==> config.mk <==
export PLATFORM = sky130hd
export DESIGN_NAME = sleep_clkgate_ctrl
export DESIGN_NICKNAME = d
export VERILOG_FILES = /design/src/rtl/sccg_pkg.sv /design/src/rtl/sccg_regs.sv /design/src/rtl/sccg_sleep_seq.sv /design/src/rtl/sccg_gate.sv /design/src/rtl/sleep_clkgate_ctrl.sv
export SDC_FILE = /design/constraint.sdc
export NUM_CORES = 1
export LEC_CHECK = 0
export BUFFER_PORTS_ARGS = -buffer_cell sky130_fd_sc_hd__buf_2
export CORE_MARGIN = 2
export CORE_UTILIZATION = 35
export DETAILED_ROUTE_END_ITERATION = 6
export PLACE_DENSITY = 0.61
export SETUP_SLACK_MARGIN = 0.5
export SYNTH_ARGS = -nofsm -noshare
export SYNTH_HDL_FRONTEND = slang
export SYNTH_SLANG_ARGS = --single-unit
export TNS_END_PERCENT = 20
==> constraint.sdc <==
create_clock -name clk_i -period 2.5 [get_ports clk_i]
set_input_delay 0.25 -clock clk_i [delete_from_list [all_inputs] [get_ports clk_i]]
set_output_delay 0.25 -clock clk_i [all_outputs]
set_load 0.03 [all_outputs]
==> src/rtl/sccg_pkg.sv <==
package sccg_pkg;
   localparam int REG_DW = 32;
   localparam int ADR_W  = 3;

   localparam logic [ADR_W-1:0] A_CTRL   = 3'd0;
   localparam logic [ADR_W-1:0] A_ACTIVE = 3'd1;
   localparam logic [ADR_W-1:0] A_FORCE  = 3'd2;
   localparam logic [ADR_W-1:0] A_DBGM   = 3'd3;
   localparam logic [ADR_W-1:0] A_ACKM   = 3'd4;
   localparam logic [ADR_W-1:0] A_SLPM   = 3'd5;
   localparam logic [ADR_W-1:0] A_DELAY  = 3'd6;
   localparam logic [ADR_W-1:0] A_DBGST  = 3'd7;

   localparam int CTRL_DLY_BIT = 1;

   typedef enum logic [1:0] {
      SL_IDLE = 2'd0,
      SL_WAIT = 2'd1,
      SL_ACK  = 2'd2
   } sl_state_t;
endpackage

==> src/rtl/sccg_regs.sv <==
module sccg_regs
   import sccg_pkg::*;
#(
   parameter int NUM_DOM = 8,
   parameter int DLY_W   = 32
) (
   input  logic               clk_i,
   input  logic               rst_ni,
   input  logic               reg_wr_i,
   input  logic [ADR_W-1:0]   reg_addr_i,
   input  logic [REG_DW-1:0]  reg_wdata_i,
   output logic [REG_DW-1:0]  reg_rdata_o,
   input  logic [NUM_DOM-1:0] clk_active_i,
   input  logic               dbg_evt_i,
   output logic [NUM_DOM-1:0] force_off_o,
   output logic [NUM_DOM-1:0] dbg_mask_o,
   output logic [NUM_DOM-1:0] ack_mask_o,
   output logic [NUM_DOM-1:0] slp_off_o,
   output logic [DLY_W-1:0]   dly_val_o,
   output logic               dly_en_o,
   output logic               dbg_stop_o
);
   logic dbg_clr;

   assign dbg_clr = reg_wr_i && (reg_addr_i == A_DBGST) && reg_wdata_i[0];

   always_ff @(posedge clk_i or negedge rst_ni) begin
      if (!rst_ni) begin
         force_off_o <= '0;
         dbg_mask_o  <= '0;
         ack_mask_o  <= '0;
         slp_off_o   <= '0;
         dly_val_o   <= '0;
         dly_en_o    <= 1'b0;
      end else if (reg_wr_i) begin
         case (reg_addr_i)
            A_CTRL:  dly_en_o    <= reg_wdata_i[CTRL_DLY_BIT];
            A_FORCE: force_off_o <= reg_wdata_i[NUM_DOM-1:0];
            A_DBGM:  dbg_mask_o  <= reg_wdata_i[NUM_DOM-1:0];
            A_ACKM:  ack_mask_o  <= reg_wdata_i[NUM_DOM-1:0];
            A_SLPM:  slp_off_o   <= reg_wdata_i[NUM_DOM-1:0];
            A_DELAY: dly_val_o   <= reg_wdata_i[DLY_W-1:0];
            default: ;
         endcase
      end
   end

   // debug latch: a new event wins over a clear in the same cycle
   always_ff @(posedge clk_i or negedge rst_ni) begin
      if (!rst_ni)        dbg_stop_o <= 1'b0;
      else if (dbg_evt_i) dbg_stop_o <= 1'b1;
      else if (dbg_clr)   dbg_stop_o <= 1'b0;
   end

   always_comb begin
      reg_rdata_o = '0;
      case (reg_addr_i)
         A_CTRL:   reg_rdata_o[CTRL_DLY_BIT] = dly_en_o;
         A_ACTIVE: reg_rdata_o[NUM_DOM-1:0] = clk_active_i;
         A_FORCE:  reg_rdata_o[NUM_DOM-1:0] = force_off_o;
         A_DBGM:   reg_rdata_o[NUM_DOM-1:0] = dbg_mask_o;
         A_ACKM:   reg_rdata_o[NUM_DOM-1:0] = ack_mask_o;
         A_SLPM:   reg_rdata_o[NUM_DOM-1:0] = slp_off_o;
         A_DELAY:  reg_rdata_o[DLY_W-1:0]   = dly_val_o;
         A_DBGST:  reg_rdata_o[0]           = dbg_stop_o;
         default:  reg_rdata_o = '0;
      endcase
   end
endmodule

==> src/rtl/sccg_sleep_seq.sv <==
module sccg_sleep_seq
   import sccg_pkg::*;
#(
   parameter int NUM_DOM = 8,
   parameter int DLY_W   = 32
) (
   input  logic               clk_i,
   input  logic               rst_ni,
   input  logic               slp_req_i,
   input  logic               dly_en_i,
   input  logic [DLY_W-1:0]   dly_val_i,
   input  logic [NUM_DOM-1:0] ack_mask_i,
   input  logic [NUM_DOM-1:0] clk_active_i,
   output logic               slp_ack_o
);
   sl_state_t        st_q, st_d;
   logic [DLY_W-1:0] cnt_q, cnt_d;
   logic             mon_idle;
   logic             done;

   assign mon_idle = ~|(clk_active_i & ack_mask_i);
   assign done     = dly_en_i ? (cnt_q == '0) : mon_idle;

   always_comb begin
      st_d  = st_q;
      cnt_d = cnt_q;
      if (!slp_req_i) begin
         st_d  = SL_IDLE;
         cnt_d = '0;
      end else begin
         case (st_q)
            SL_IDLE: begin
               st_d  = SL_WAIT;
               cnt_d = dly_val_i;
            end
            SL_WAIT: begin
               if (done) st_d = SL_ACK;
               else if (dly_en_i) cnt_d = cnt_q - 1'b1;
            end
            SL_ACK:  st_d = SL_ACK;
            default: st_d = SL_IDLE;
         endcase
      end
   end

   always_ff @(posedge clk_i or negedge rst_ni) begin
      if (!rst_ni) begin
         st_q  <= SL_IDLE;
         cnt_q <= '0;
      end else begin
         st_q  <= st_d;
         cnt_q <= cnt_d;
      end
   end

   assign slp_ack_o = (st_q == SL_ACK);
endmodule

==> src/rtl/sccg_gate.sv <==
module sccg_gate #(
   parameter int NUM_DOM = 8
) (
   input  logic [NUM_DOM-1:0] force_off_i,
   input  logic [NUM_DOM-1:0] dbg_mask_i,
   input  logic [NUM_DOM-1:0] slp_off_i,
   input  logic               dbg_stop_i,
   input  logic               slp_ack_i,
   output logic [NUM_DOM-1:0] clk_en_o
);
   for (genvar i = 0; i < NUM_DOM; i++) begin : g_dom
      logic off_dbg, off_slp;
      assign off_dbg     = dbg_stop_i & dbg_mask_i[i];
      assign off_slp     = slp_ack_i & slp_off_i[i];
      assign clk_en_o[i] = ~(force_off_i[i] | off_dbg | off_slp);
   end
endmodule

==> src/rtl/sleep_clkgate_ctrl.sv <==
module sleep_clkgate_ctrl
   import sccg_pkg::*;
#(
   parameter int NUM_DOM = 8,
   parameter int DLY_W   = 32
) (
   input  logic               clk_i,
   input  logic               rst_ni,
   input  logic               reg_wr_i,
   input  logic [2:0]         reg_addr_i,
   input  logic [31:0]        reg_wdata_i,
   output logic [31:0]        reg_rdata_o,
   input  logic [NUM_DOM-1:0] clk_active_i,
   input  logic               dbg_evt_i,
   input  logic               slp_req_i,
   output logic               slp_ack_o,
   output logic [NUM_DOM-1:0] clk_en_o
);
   if (NUM_DOM < 1 || NUM_DOM > REG_DW) begin : g_bad_dom
      $error("sleep_clkgate_ctrl: NUM_DOM must be 1..32");
   end
   if (DLY_W < 1 || DLY_W > REG_DW) begin : g_bad_dly
      $error("sleep_clkgate_ctrl: DLY_W must be 1..32");
   end

   logic [NUM_DOM-1:0] force_off, dbg_mask, ack_mask, slp_off;
   logic [DLY_W-1:0]   dly_val;
   logic               dly_en, dbg_stop;

   sccg_regs #(.NUM_DOM(NUM_DOM), .DLY_W(DLY_W)) u_regs (
      .clk_i        (clk_i),
      .rst_ni       (rst_ni),
      .reg_wr_i     (reg_wr_i),
      .reg_addr_i   (reg_addr_i),
      .reg_wdata_i  (reg_wdata_i),
      .reg_rdata_o  (reg_rdata_o),
      .clk_active_i (clk_active_i),
      .dbg_evt_i    (dbg_evt_i),
      .force_off_o  (force_off),
      .dbg_mask_o   (dbg_mask),
      .ack_mask_o   (ack_mask),
      .slp_off_o    (slp_off),
      .dly_val_o    (dly_val),
      .dly_en_o     (dly_en),
      .dbg_stop_o   (dbg_stop)
   );

   sccg_sleep_seq #(.NUM_DOM(NUM_DOM), .DLY_W(DLY_W)) u_seq (
      .clk_i        (clk_i),
      .rst_ni       (rst_ni),
      .slp_req_i    (slp_req_i),
      .dly_en_i     (dly_en),
      .dly_val_i    (dly_val),
      .ack_mask_i   (ack_mask),
      .clk_active_i (clk_active_i),
      .slp_ack_o    (slp_ack_o)
   );

   sccg_gate #(.NUM_DOM(NUM_DOM)) u_gate (
      .force_off_i (force_off),
      .dbg_mask_i  (dbg_mask),
      .slp_off_i   (slp_off),
      .dbg_stop_i  (dbg_stop),
      .slp_ack_i   (slp_ack_o),
      .clk_en_o    (clk_en_o)
   );
endmodule

# ---- Yosys cells after proc, flatten, opt, wreduce, memory -nomap -nowiden
# Index checks and enable logic that the tools add are counted.
# Widths: inputs -> output; s select.
dict set report word_totals {
  regBits 100
  in_bits 48
  out_inout_bits 41
  word_cells 93
}
dict set report classes {
  add_sub_neg 1
  n_eq_ne 13
  muxes 14
  bitwise_logic 41
  n_reduce_logical 15
}
# cell count
set ops {}
lappend ops {{$mux 32} 3}
lappend ops {{$pmux 32 s2} 1}
lappend ops {{$pmux 6 s6} 1}
lappend ops {{$logic_not 32->1} 1}
lappend ops {{$sub 32x1->32 const B} 1}
lappend ops {{$mux 24} 1}
lappend ops {{$and 1x1->1} 16}
lappend ops {{$or 1x1->1} 16}
lappend ops {{$pmux 1 s7} 2}
lappend ops {{$eq 3x3->1 const B} 4}
lappend ops {{$reduce_and 2->1} 6}
lappend ops {{$and 8x8->8} 1}
lappend ops {{$not 1->1} 8}
lappend ops {{$reduce_or 8->1} 1}
lappend ops {{$eq 3x2->1 const B} 2}
lappend ops {{$ne 3x3->1 const B} 2}
lappend ops {{$pmux 2 s3} 1}
lappend ops {{$mux 2} 2}
lappend ops {{$eq 3x1->1 const B} 1}
lappend ops {{$logic_not 3->1} 1}
lappend ops {{$mux 1} 3}
lappend ops {{$ne 3x1->1 const B} 1}
lappend ops {{$ne 3x2->1 const B} 1}
lappend ops {{$reduce_and 3->1} 1}
lappend ops {{6 further kinds} 7}

# ---- Longest topological paths before layout
dict set report logic_depth {
  depth_word 7
  depth_mapped 9
  ltp_nobuf 7
}

# ---- Modules after synthesis
# From an unflattened synthesis, not the netlist that was laid out.
dict set report hier_totals {
  hier_cells 522
  area_unflattened_um2 5701.7
}
# module instances cells_per_inst area_each_um2 seq_area_each_um2
set by_module_without_submodules {}
lappend by_module_without_submodules {sccg_regs 1 235 3264.4 1651.6}
lappend by_module_without_submodules {sccg_sleep_seq 1 277 2294.7 850.8}
lappend by_module_without_submodules {sccg_gate 1 10 142.6 0.0}

# ---- Least setup slack after synthesis
# No wires, ideal clock.
dict set report synth_path {
  kind {reg-to-reg}
  startpoint {register u_seq.cnt_q[0]}
  endpoint {register u_seq.cnt_q[26]}
  setup_ps 131
  arrival_time_ps 1988
  t_required_ps 2369
  slack_ps 381
  stages_incl_launch_ff 8
  n_path_buf 0
  synth_period_minus_slack_ps 2119
  path_cell_list {dfrtp_1 > inv_1 > ha_1 > nor3b_2 > nand4_4 > or4_4 > o311ai_1 > o21ai_2}
}
dict set report synth_via {
  elab_chain_cells 5
  word_cells_on_any_way 9
  classes_between {add/sub (1); eq/ne (1); mux (5); reduce/logical (2)}
}
# item line
set synth_rtl {}
lappend synth_rtl {{start: declaration} sccg_sleep_seq.sv:17} ;# logic [DLY_W-1:0] cnt_q, cnt_d;
lappend synth_rtl {{start signal: assignment} sccg_sleep_seq.sv:52} ;# cnt_q <= cnt_d;
lappend synth_rtl {{$sub 32x1->32} sccg_sleep_seq.sv:38} ;# else if (dly_en_i) cnt_d = cnt_q - 1'b1;
lappend synth_rtl {{$mux 32} sccg_sleep_seq.sv:38}
lappend synth_rtl {{$mux 32} sccg_sleep_seq.sv:37} ;# if (done) st_d = SL_ACK;
lappend synth_rtl {{$pmux 32 s2} sccg_sleep_seq.sv:31} ;# case (st_q)
lappend synth_rtl {{$mux 32} sccg_sleep_seq.sv:27} ;# if (!slp_req_i) begin
# Several ways; a longest one is shown, not always the timed one. The select of a mux whose other input is x is not followed.
# A chain may end at the register's enable or synchronous reset.

# ---- Worst setup path in the final report
dict set report layout_path {
  startpoint {register u_seq.cnt_q[9]}
  endpoint {register u_seq.cnt_q[26]}
}
# Same word-level chain as after synthesis.

==> metrics <==
via count=5165; Initial DRC Count=483; clock root buffer=clkbuf_16; GRT Total Usage=19.65%; Post-Synth Adder-Cell Area=0.8820%; via/cell ratio=5.733; GP Congestion=0.9272; Synth Flop Type=dfrtp_1; syn avg cell area=10.41 um^2; Clock power frac=17.8%; VDD IR max=0.0005915 V; PnR worst setup slack=378.5 ps; Logic pwr share=51.7%; GRT overflow=0; outcome=complete, no violations; share of cells above drive strength 1=41.61%; Slew HR=58.29%; Critical path origin=u_seq.cnt_q[9]$_DFFE_PN0P_; vias in the first global route=5144; Clock Skew=8.677 ps; placed instance count=856; crit-path max cell delay=580 ps; total area of sequential cells=2509 um^2; Sw Pwr=3.831 mW; sequential element share of the synthesized area=44.10%; Cell Pwr Density=1216 nW/um^2; TritonCTS clock tree=done; CP startpoint kind=flop; die width=131.3 um; Worst-Margin Slew=622.4 ps; ant diodes=0; data required time of the worst path=2740 ps; RSZ-0062 raised after global routing=yes; DRC viols=0; Worst Path Arrival=2360 ps; largest net degree at the start of global routing=42; port buffer count=88; sw frac=43.11%; CP Max Fanout=6; Hold Slack=78.03 ps; first-pass GRT wire length=27250 um; Hold Vio Cnt, Final=0; simple-gate portion of the synthesized area=18.41%; Layout Cells excl Fill=901; fill cell count=1504; Avg WL per Cell=19.02 um; EDFF count, synth=0; DR pass1 iterations=5; worst slack at placement=229.9 ps; Ys Warns=0; reg2reg start=u_seq.cnt_q[9]$_DFFE_PN0P_; critical path class=reg2reg; syn_nets=597; Syn Inst Count=545; min cycle time layout=2121 ps; mux cell area share after synthesis=15.83%; Hold Path Class=in2reg; Routed WL=17140 um; post-layout net count=732; type of element capturing the critical path=flop; die area=17250 um^2; xor and xnor fraction of the mapped netlist area=0%; Final HPWL DP=11870 um; Final Setup Violations=0; Flop pwr share=30.5%; Worst-path clk slew=70 ps; Worst Hold Launch=dbg_evt_i; height of the die=131.3 um; Row Count=46; Area Growth Syn to Fin=28.75%; TritonCTS buffer count=9; fin. max-slew vios=0; library cells used by synthesis=67; Mapped Area=5674 um^2; commonest non-fill, non-tap cell in the layout=dfrtp_1; multi-input logic area=3188 um^2; CORE AREA=15890 um^2; CTS sink count=100; Initial Util=35.72%; Max Cap Viol=0; # H-tree levels=3; highest-delay cell along the critical path=or4_4; largest family of logic cells by synthesized area=simple AND/OR/NAND/NOR gates; ANT nets after route=0; initial antenna violation count=0; Top-Level Pins=89; Clock Tree Buf Depth=2; #FFs+latches synth=100; compound-cell area share of the yosys netlist=17.73%; post-route clock period utilization=84.86%; Fmax achieved=471.4 MHz; commonest cells after routing, fill and taps aside=95 x dfrtp_1, 87 x buf_2, 68 x mux2_2; Internal=5.055 mW; clk_lat worst skew=360 ps; Fin Setup TNS=0 ps; crit-path cells=nor4_4 -> buf_4 -> nand4_4 -> or4_4 -> o311ai_2 -> o21ai_2; Lkg Pwr=3.196 nW; Post-synth ARST share=100.0%
==> cells by family after synthesis <==
logic type               count (synthesis)
AND/OR/NAND/NOR                        171
AO/OA/AOI/OAI                          147
flip-flops                             100
multiplexers                            80
buffers and inverters                   43
adder cells (fa/ha/maj)                  4
==> critical path, delay by kind of cell, from the launching register on <==
family | cells | cell delay, ps
AND/OR/NAND/NOR | 3 | 1010
buffers and inverters | 1 | 190
AO/OA/AOI/OAI | 2 | 340
flip-flops | 1 | 450
==> state kept, by name, indices dropped and copies added (netlist names) <==
register	flops
u_regs.slp_off_o	8
u_regs.dly_en_o	1
u_regs.dbg_stop_o	1
u_seq.st_q	2
u_regs.dbg_mask_o	8
u_seq.cnt_q	32
u_regs.ack_mask_o	8
u_regs.dly_val_o	32
u_regs.force_off_o	8
==> through the flow <==
stage	power, mW	area, um^2	util (%)
2_1_floorplan	4.991	5688	-
3_3_place_gp	6.323	6568	41.34
3_5_place_dp	6.381	6568	41.34
4_1_cts	8.097	6963	43.83
5_1_grt	9.401	7306	45.99
6_report	8.886	7306	45.99
==> cell usage after synthesis (all sizes together), types with 12 or more instances <==
cell type,n,share of area [%]
a21oi,24,2.1
a221oi,13,2.0
and2,25,2.8
clkbuf,22,1.5
dfrtp,100,44
inv,12,0.79
mux2,68,13
nand2,34,2.3
nor2,25,1.7
nor3,22,2.3
nor4,14,2.8
o21ai,43,3.9
==> timing repair <==
item | 4_1_cts | 5_1_grt
setup endpoints to repair | 38 | 47
setup buffers | 4 | 19
hold buffers | 1 | 0
hold endpoints to repair | 38 | 0
cloned | 0 | 5
gates resized for setup | 5 | 44
pin swaps | 1 | 11
==> final cells by class <==
type	count	share of cell area [%]
clock inverter	6	1.284
inverter	13	0.6679
timing repair buffer	151	13.10
sequential	100	34.34
tap	216	3.699
multi-input combinational	405	43.64
clock buffer	10	3.271
==> worst paths after layout <==
path,endpoint,slack [ps],depth (start not counted)
max,u_seq.cnt_q[26]$_DFFE_PN0P_,380,6
min,u_regs.dbg_stop_o$_DFFE_PN0P_,80,2
max reg2reg,u_seq.cnt_q[26]$_DFFE_PN0P_,380,6
min reg2reg,u_regs.dly_val_o[22]$_DFFE_PN0P_,530,1
max in group asynchronous,u_seq.cnt_q[5]$_DFFE_PN0P_,1410,3
min in group asynchronous,u_regs.dly_val_o[25]$_DFFE_PN0P_,430,2
==> power groups by stage <==
| stage | clock network (mW) | logic [mW] | registers, mW |
|---|---|---|---|
| final | 1.58 | 4.60 | 2.71 |
| after global routing | 1.68 | 4.95 | 2.77 |
| after CTS | 1.62 | 3.83 | 2.65 |
| after detailed placement | 0 | 3.70 | 2.68 |
| after global placement | 0 | 3.67 | 2.65 |
| after floorplan | 0 | 2.49 | 2.50 |
==> routing by layer <==
metal | vias up | GRT usage, % | wire (um)
li1 | 2348 | - | -
met5 | - | 0 | 0
met2 | 273 | 31.58 | 8039
met1 | 2513 | 25.76 | 7291
met4 | 0 | 7.669 | 395
met3 | 31 | 4.514 | 1409
No activity file was read; power rests on OpenSTA's default activity.
